## config.mk

```make
export PLATFORM = sky130hd
export DESIGN_NAME = adc_cal_top
export DESIGN_NICKNAME = d
export VERILOG_FILES = /design/src/rtl/adc_cal_pkg.sv /design/src/rtl/adc_cal_ctrl.sv /design/src/rtl/adc_cal_dpath.sv /design/src/rtl/adc_cal_top.sv
export SDC_FILE = /design/constraint.sdc
export NUM_CORES = 1
export LEC_CHECK = 0
export BUFFER_PORTS_ARGS = -buffer_cell sky130_fd_sc_hd__buf_2
export CAP_MARGIN = 20
export CELL_PAD_IN_SITES_DETAIL_PLACEMENT = 1
export CELL_PAD_IN_SITES_GLOBAL_PLACEMENT = 1
export CORE_UTILIZATION = 38
export DETAILED_ROUTE_END_ITERATION = 16
export GPL_ROUTABILITY_DRIVEN = 0
export MAX_ROUTING_LAYER = met4
export PLACE_DENSITY = 0.86
export SETUP_SLACK_MARGIN = 0.3
export SYNTH_ARGS = -nofsm -noshare
export SYNTH_HDL_FRONTEND = slang
export SYNTH_SLANG_ARGS = --single-unit
```

## constraint.sdc

```tcl
create_clock -name clk -period 3.8 [get_ports clk]
set_clock_uncertainty 0.15 [all_clocks]
set_input_delay 0 -clock clk [delete_from_list [all_inputs] [get_ports clk]]
set_output_delay 0 -clock clk [all_outputs]
set_load 0.01 [all_outputs]
```

## src/rtl/adc_cal_pkg.sv

```systemverilog
package adc_cal_pkg;

  typedef enum logic [1:0] {
    CAL_IDLE = 2'd0,
    CAL_PEND = 2'd1,
    CAL_RUN  = 2'd2
  } calState_t;

  typedef struct packed {
    logic clearCnt;
    logic stepCnt;
    logic writeCode;
  } calStrobe_t;

endpackage

```

## src/rtl/adc_cal_ctrl.sv

```systemverilog
module adc_cal_ctrl
  import adc_cal_pkg::*;
#(
  parameter int OffCycles = 2
) (
  input  logic       clk,
  input  logic       rstN,
  input  logic       adonIn,
  input  logic       calSetIn,
  input  logic       lastStep,
  output calStrobe_t strobe,
  output logic       calBit,
  output logic       busy
);

  localparam int OffW = $clog2(OffCycles + 1);

  calState_t        state, nextState;
  logic [OffW-1:0]  offCnt;
  logic             offOk;

  // power-off qualification: saturating count of edges with power off
  assign offOk = (offCnt == OffW'(OffCycles));

  always_ff @(posedge clk) begin
    if (!rstN)       offCnt <= '0;
    else if (adonIn) offCnt <= '0;
    else if (!offOk) offCnt <= offCnt + 1'b1;
  end

  always_comb begin
    nextState = state;
    strobe    = '0;
    unique case (state)
      CAL_IDLE: if (calSetIn) nextState = CAL_PEND;
      CAL_PEND: if (offOk) begin
        strobe.clearCnt = 1'b1;
        nextState       = CAL_RUN;
      end
      CAL_RUN: begin
        strobe.stepCnt = 1'b1;
        if (lastStep) begin
          strobe.writeCode = 1'b1;
          nextState        = CAL_IDLE;
        end
      end
      default: nextState = CAL_IDLE;
    endcase
  end

  always_ff @(posedge clk) begin
    if (!rstN) begin
      state  <= CAL_IDLE;
      calBit <= 1'b0;
    end else begin
      state <= nextState;
      if (state == CAL_IDLE && calSetIn) calBit <= 1'b1;
      else if (strobe.writeCode)         calBit <= 1'b0;
    end
  end

  assign busy = (state == CAL_RUN);

endmodule

```

## src/rtl/adc_cal_dpath.sv

```systemverilog
module adc_cal_dpath
  import adc_cal_pkg::*;
#(
  parameter int CalCycles = 83,
  parameter int CodeW     = 12,
  parameter int DataW     = 16
) (
  input  logic             clk,
  input  logic             rstN,
  input  calStrobe_t       strobe,
  input  logic [CodeW-1:0] calCodeIn,
  output logic             lastStep,
  output logic             dataWrEn,
  output logic [DataW-1:0] dataWrData
);

  localparam int CntW = (CalCycles > 1) ? $clog2(CalCycles) : 1;
  localparam logic [CntW-1:0] LastCnt = CntW'(CalCycles - 1);

  logic [CntW-1:0] calCnt;

  // duration counter: cleared on entry, advanced every running cycle
  always_ff @(posedge clk) begin
    if (!rstN)                calCnt <= '0;
    else if (strobe.clearCnt) calCnt <= '0;
    else if (strobe.stepCnt)  calCnt <= calCnt + 1'b1;
  end

  assign lastStep = (calCnt == LastCnt);

  // code capture into the data register
  always_ff @(posedge clk) begin
    if (!rstN) begin
      dataWrEn   <= 1'b0;
      dataWrData <= '0;
    end else begin
      dataWrEn <= strobe.writeCode;
      if (strobe.writeCode) dataWrData <= DataW'(calCodeIn);
    end
  end

endmodule

```

## src/rtl/adc_cal_top.sv

```systemverilog
module adc_cal_top
  import adc_cal_pkg::*;
#(
  parameter int CalCycles = 83,
  parameter int OffCycles = 2,
  parameter int CodeW     = 12,
  parameter int DataW     = 16
) (
  input  logic             clk,
  input  logic             rstN,
  input  logic             adonIn,
  input  logic             calSetIn,
  input  logic             trigIn,
  input  logic [CodeW-1:0] calCodeIn,
  output logic             calBitOut,
  output logic             busyOut,
  output logic             trigOut,
  output logic             dataWrEn,
  output logic [DataW-1:0] dataWrData
);

  calStrobe_t strobe;
  logic       lastStep;

  adc_cal_ctrl #(.OffCycles(OffCycles)) u_ctrl (
    .clk      (clk),
    .rstN     (rstN),
    .adonIn   (adonIn),
    .calSetIn (calSetIn),
    .lastStep (lastStep),
    .strobe   (strobe),
    .calBit   (calBitOut),
    .busy     (busyOut)
  );

  adc_cal_dpath #(.CalCycles(CalCycles), .CodeW(CodeW), .DataW(DataW)) u_dpath (
    .clk        (clk),
    .rstN       (rstN),
    .strobe     (strobe),
    .calCodeIn  (calCodeIn),
    .lastStep   (lastStep),
    .dataWrEn   (dataWrEn),
    .dataWrData (dataWrData)
  );

  // triggers are held back while a calibration is pending or running
  assign trigOut = trigIn & ~calBitOut;

endmodule

```

======== Word level (Yosys, flattened, before mapping) ========
Index checks and enable logic that the tools add are counted.
storage, ports and cells
  input port bits ......................... 17
  register bits ........................... 25
operators by class
  eq/ne operators ......................... 7
  $add $sub $neg .......................... 2
  reduce and logical (&&, ||, !) cells .... 6
  bitwise logic cells ..................... 3
  mux-type cells .......................... 10
operator list
  operator                                                          number
  2-bit 2-to-1 mux                                                  4
  7-bit by 1-bit adder with 7-bit output (second input constant)    1
  7-bit == test (second input constant)                             1
  2-bit case mux with 3 select lines                                1
  1-bit 2-to-1 mux                                                  5
  2-bit == test (second input constant)                             2
  2-bit by 1-bit != test with 1-bit output (second input constant)  2
  2-bit OR reduction                                                2
  3-bit AND reduction                                               1
  2-bit by 1-bit adder with 2-bit output (second input constant)    1
  2-bit by 1-bit == test with 1-bit output (second input constant)  1
  2-bit logical NOT                                                 1
  2-bit != test (second input constant)                             1
  1-bit NOT                                                         2
  2-bit nonzero test                                                1
  1-bit bitwise AND                                                 1
  1-bit logical AND                                                 1

======== Logic depth before layout (Yosys ltp) ========
  depth after elaboration ................. 5
  mapped depth ............................ 6
  mapped depth without buffers ............ 5

======== Cells and area by module ========
A second synthesis with hierarchy kept.
unflattened totals
  cell total of the unflattened synthesis .. 109
  area total of the unflattened synthesis .. 1097.3 um^2
modules (own cells, without submodules)
  module         cells each  times used  area each (um^2)  seq. area each (um^2)
  adc_cal_dpath  82          1           840.8             400.4
  adc_cal_ctrl   26          1           242.7             100.1
  adc_cal_top    1           1           13.8              0.0

======== Worst setup path after synthesis ========
Ideal clock, no wire load.
  path kind ............................... register -> register
  start point ............................. register u_dpath.calCnt[0]
  end point ............................... register u_dpath.dataWrData[0]
  data arrival time ....................... 1.329 ns
  cell stages (with the launch flop) ...... 7
  setup slack ............................. 2.249 ns
  setup time .............................. 0.072 ns
  required time ........................... 3.578 ns
  cell sequence ........................... dfxtp_1 inv_1 ha_1 nand2b_1 nor4b_4 buf_6 mux2i_1
between the ends
  cells in the longest elaborated chain, start to end .. 3
RTL lines
  element                   RTL line             source
  start: declaration        adc_cal_dpath.sv:20  logic [CntW-1:0] calCnt;
  start signal: assignment  adc_cal_dpath.sv:26  else if (strobe.stepCnt) calCnt <= calCnt + 1'b1;
  7-bit == test             adc_cal_dpath.sv:29  assign lastStep = (calCnt == LastCnt);
  1-bit 2-to-1 mux          adc_cal_ctrl.sv:42   if (lastStep) begin
  2-bit 2-to-1 mux          adc_cal_ctrl.sv:34   unique case (state)
  end signal: assignment    adc_cal_dpath.sv:38  if (strobe.writeCode) dataWrData <= DataW'(calCodeIn);
  end: declaration          adc_cal_dpath.sv:14  output logic [DataW-1:0] dataWrData
No other way between the ends.
A chain may end at the register's enable or synchronous reset.

======== Worst setup path in the final report ========
  start point ............................. register u_dpath.calCnt[0]
  end point ............................... register u_dpath.dataWrData[7]
Same word-level chain as after synthesis.

==> results.yml <==
synthesis:
  synth.distinct_cells: 30
  yosys_warnings: 0
  synthArstFlopShare: 0
  syn_avg_cell_area_um2: 9.112
  synth-seq-cells: 25
  yosysSeqAreaShare: 0.4430
  synth-edff-count: 0
  synthFlopType: "dfxtp_1"
  synth_cells: 124
  netlist_area_um2: 1130
setup_path:
  crit_path_max_fanout: 13
  path_class: "reg -> reg"
  arrival_ns: 2.26
  endpoint_kind: "flip-flop"
  startpoint_type: "flip-flop"
  required_ns: 3.88
  reg2reg_depth: 5
layout:
  final_cell_mix: "buf_2 (32), nand2_1 (27), dfxtp_1 (25)"
  fill_cells: 347
  final_util: 0.5214
  drive_above_1_share: 0.2202
  layout_commonest_cell: "buf_2"
  multiInputGateArea_um2: 569.3
  syn_to_final_growth_pct: 28.35
  final_net_count: 189
  fin_cells: 199
  regArea_um2: 500.5
  diodes: 0
clock_network:
  root_buffer: "clkbuf_4"
  cts_setup_buffers: 0
  clk_pin_slew_worst_paths_ns: 0.13
  cts_buffer_depth: 2
  cts_tree: "done"
  cts_sinks: 25
  cts_htree_levels: 1
  clkLatencyLatePin_ns: 0.32
  cts_buffers: 3
power_and_ir_drop:
  ir_drop_mv: 0.2759
  power_density_nw_per_um2: 298.5
  finalPower_w: 0.0004329
  p_leak_nw: 0.5960
place:
  io_buffers: 32
  pre_cts_slack_ns: 1.759
  dp_hpwl_um: 1835
  dp_cells: 181
timing:
  setup_slack_ns: 1.622
  rsz0062_at_grt: "false"
  fin_crit_ns: 2.178
  maxSlewHeadroom: 0.3051
  finalCritPeriodShare: 0.5731
  timing_hold_violations_final: 0
  setup_viol: 0
  slew_violations: 0
  tns_ns: 0
  max_freq_mhz: 459.2
  tightest_slew_ns: 1.038
route:
  viasPerCell: 5.070
  drt.antenna.violating_nets: 0
  wl_per_cell_um: 14.55
  routed_wl_um: 2895
  firstDrtPassIters: 4
  drt_iter0_drc: 18
  drc: 0
  vias: 1009
outcome:
  status: "finished clean"
global_routing:
  grt_pass1_wl_um: 4871
  grt_overflow: 0
  grt_max_degree: 31
  grt_pass1_vias: 1022
  track_usage: 0.2041
  antenna_found_initial: 0
die:
  boundaryPins: 37
  std_cell_rows: 19
  initial_utilization: 0.4062
  core_area_um2: 2781
  die_w_um: 56.53
  dieArea_um2: 3195
  die_h_um: 56.53
flow_run:
  cap_violations: 0
worst_hold_path:
  hold_depth: 3
  hold_class: "in -> reg"
metal layers:
| layer | GRT usage | routed length (µm) |
|---|---|---|
| met3 | 0.03687 | 100 |
| met1 | 0.2192 | 1174 |
| met4 | 0.04181 | 19 |
| met2 | 0.3866 | 1602 |
| met5 | - | 0 |
registers in the layout (all words and copies together) (netlist names):
signal / cells
u_ctrl.state: 2
u_dpath.dataWrData: 12
u_dpath.calCnt: 7
u_ctrl.calBit: 1
u_ctrl.offCnt: 2
u_dpath.dataWrEn: 1
path summary, 6_finish.rpt:
check / end / startpoint / slack (ns)
worst max register to register: u_dpath.dataWrData[7]$_SDFFE_PN0P_ / u_dpath.calCnt[0]$_SDFFE_PP0P_ / 1.62
worst min-delay path: u_dpath.dataWrData[3]$_SDFFE_PN0P_ / rstN / 0.003
worst max-delay path: u_dpath.dataWrData[7]$_SDFFE_PN0P_ / u_dpath.calCnt[0]$_SDFFE_PP0P_ / 1.62
worst min register to register: u_dpath.dataWrData[11]$_SDFFE_PN0P_ / u_dpath.dataWrData[11]$_SDFFE_PN0P_ / 0.32
report_power, final:
part	switching [W]	internal, W
logic	0.0000212	0.0000239
registers	0.00000423	0.000266
clock network	0.0000768	0.0000411
total	0.000102	0.000331
cell families (layout without fill, tap and decap cells):
group / Yosys count / in the layout / synth area share
AND/OR/NAND/NOR: 52 / 52 / 0.2525
flip-flops: 25 / 25 / 0.4430
AO/OA/AOI/OAI: 15 / 15 / 0.07531
buffers and inverters: 13 / 54 / 0.06312
multiplexers: 12 / 12 / 0.1063
adder cells (fa/ha/maj): 3 / 3 / 0.03323
XOR/XNOR: 3 / 3 / 0.02326
other: 1 / 4 / 0.003319
worst max-delay path: stages (launching register included):
cell and delay, ns:
dfxtp_1 0.37, inv_1 0.07, ha_1 0.15, nand2b_1 0.11
nor4b_4 0.88, mux2i_1 0.36
cell usage after synthesis (2+ instances only):
cell,number,share of area
o21ai_0,4,0.018
inv_1,4,0.013
xnor2_1,2,0.016
ha_1,3,0.033
nand2b_1,3,0.017
nand2_1,27,0.090
or3_1,3,0.017
buf_4,4,0.027
nor2_1,7,0.023
mux2i_1,12,0.11
a21oi_1,7,0.031
nor2b_1,3,0.017
nand3b_1,2,0.013
dfxtp_1,25,0.44
clkbuf_1,3,0.010
repair_timing:
| action | in CTS | in global routing |
|---|---|---|
| endpoints found under the hold margin | 16 | 0 |
| resized for setup | 0 | 0 |
| hold buffers | 14 | 0 |
cell type report:
type,count,share of cell area
Tap cell,31,0.02675
Timing Repair Buffer,46,0.2071
Multi-Input combinational cell,89,0.3926
Sequential cell,25,0.3451
Clock buffer,4,0.01812
Inverter,4,0.01035
per-stage QoR:
step | hold WS (ns) | instance area [µm²]
4_1_cts | 0.004045 | 1450
2_1_floorplan | -0.01290 | 1141
3_5_place_dp | 0.1127 | 1284
3_3_place_gp | 0.09927 | 1284
5_1_grt | 0.01572 | 1450
6_report | 0.003003 | 1450
Note: power is estimated with default switching activity, not from simulation.
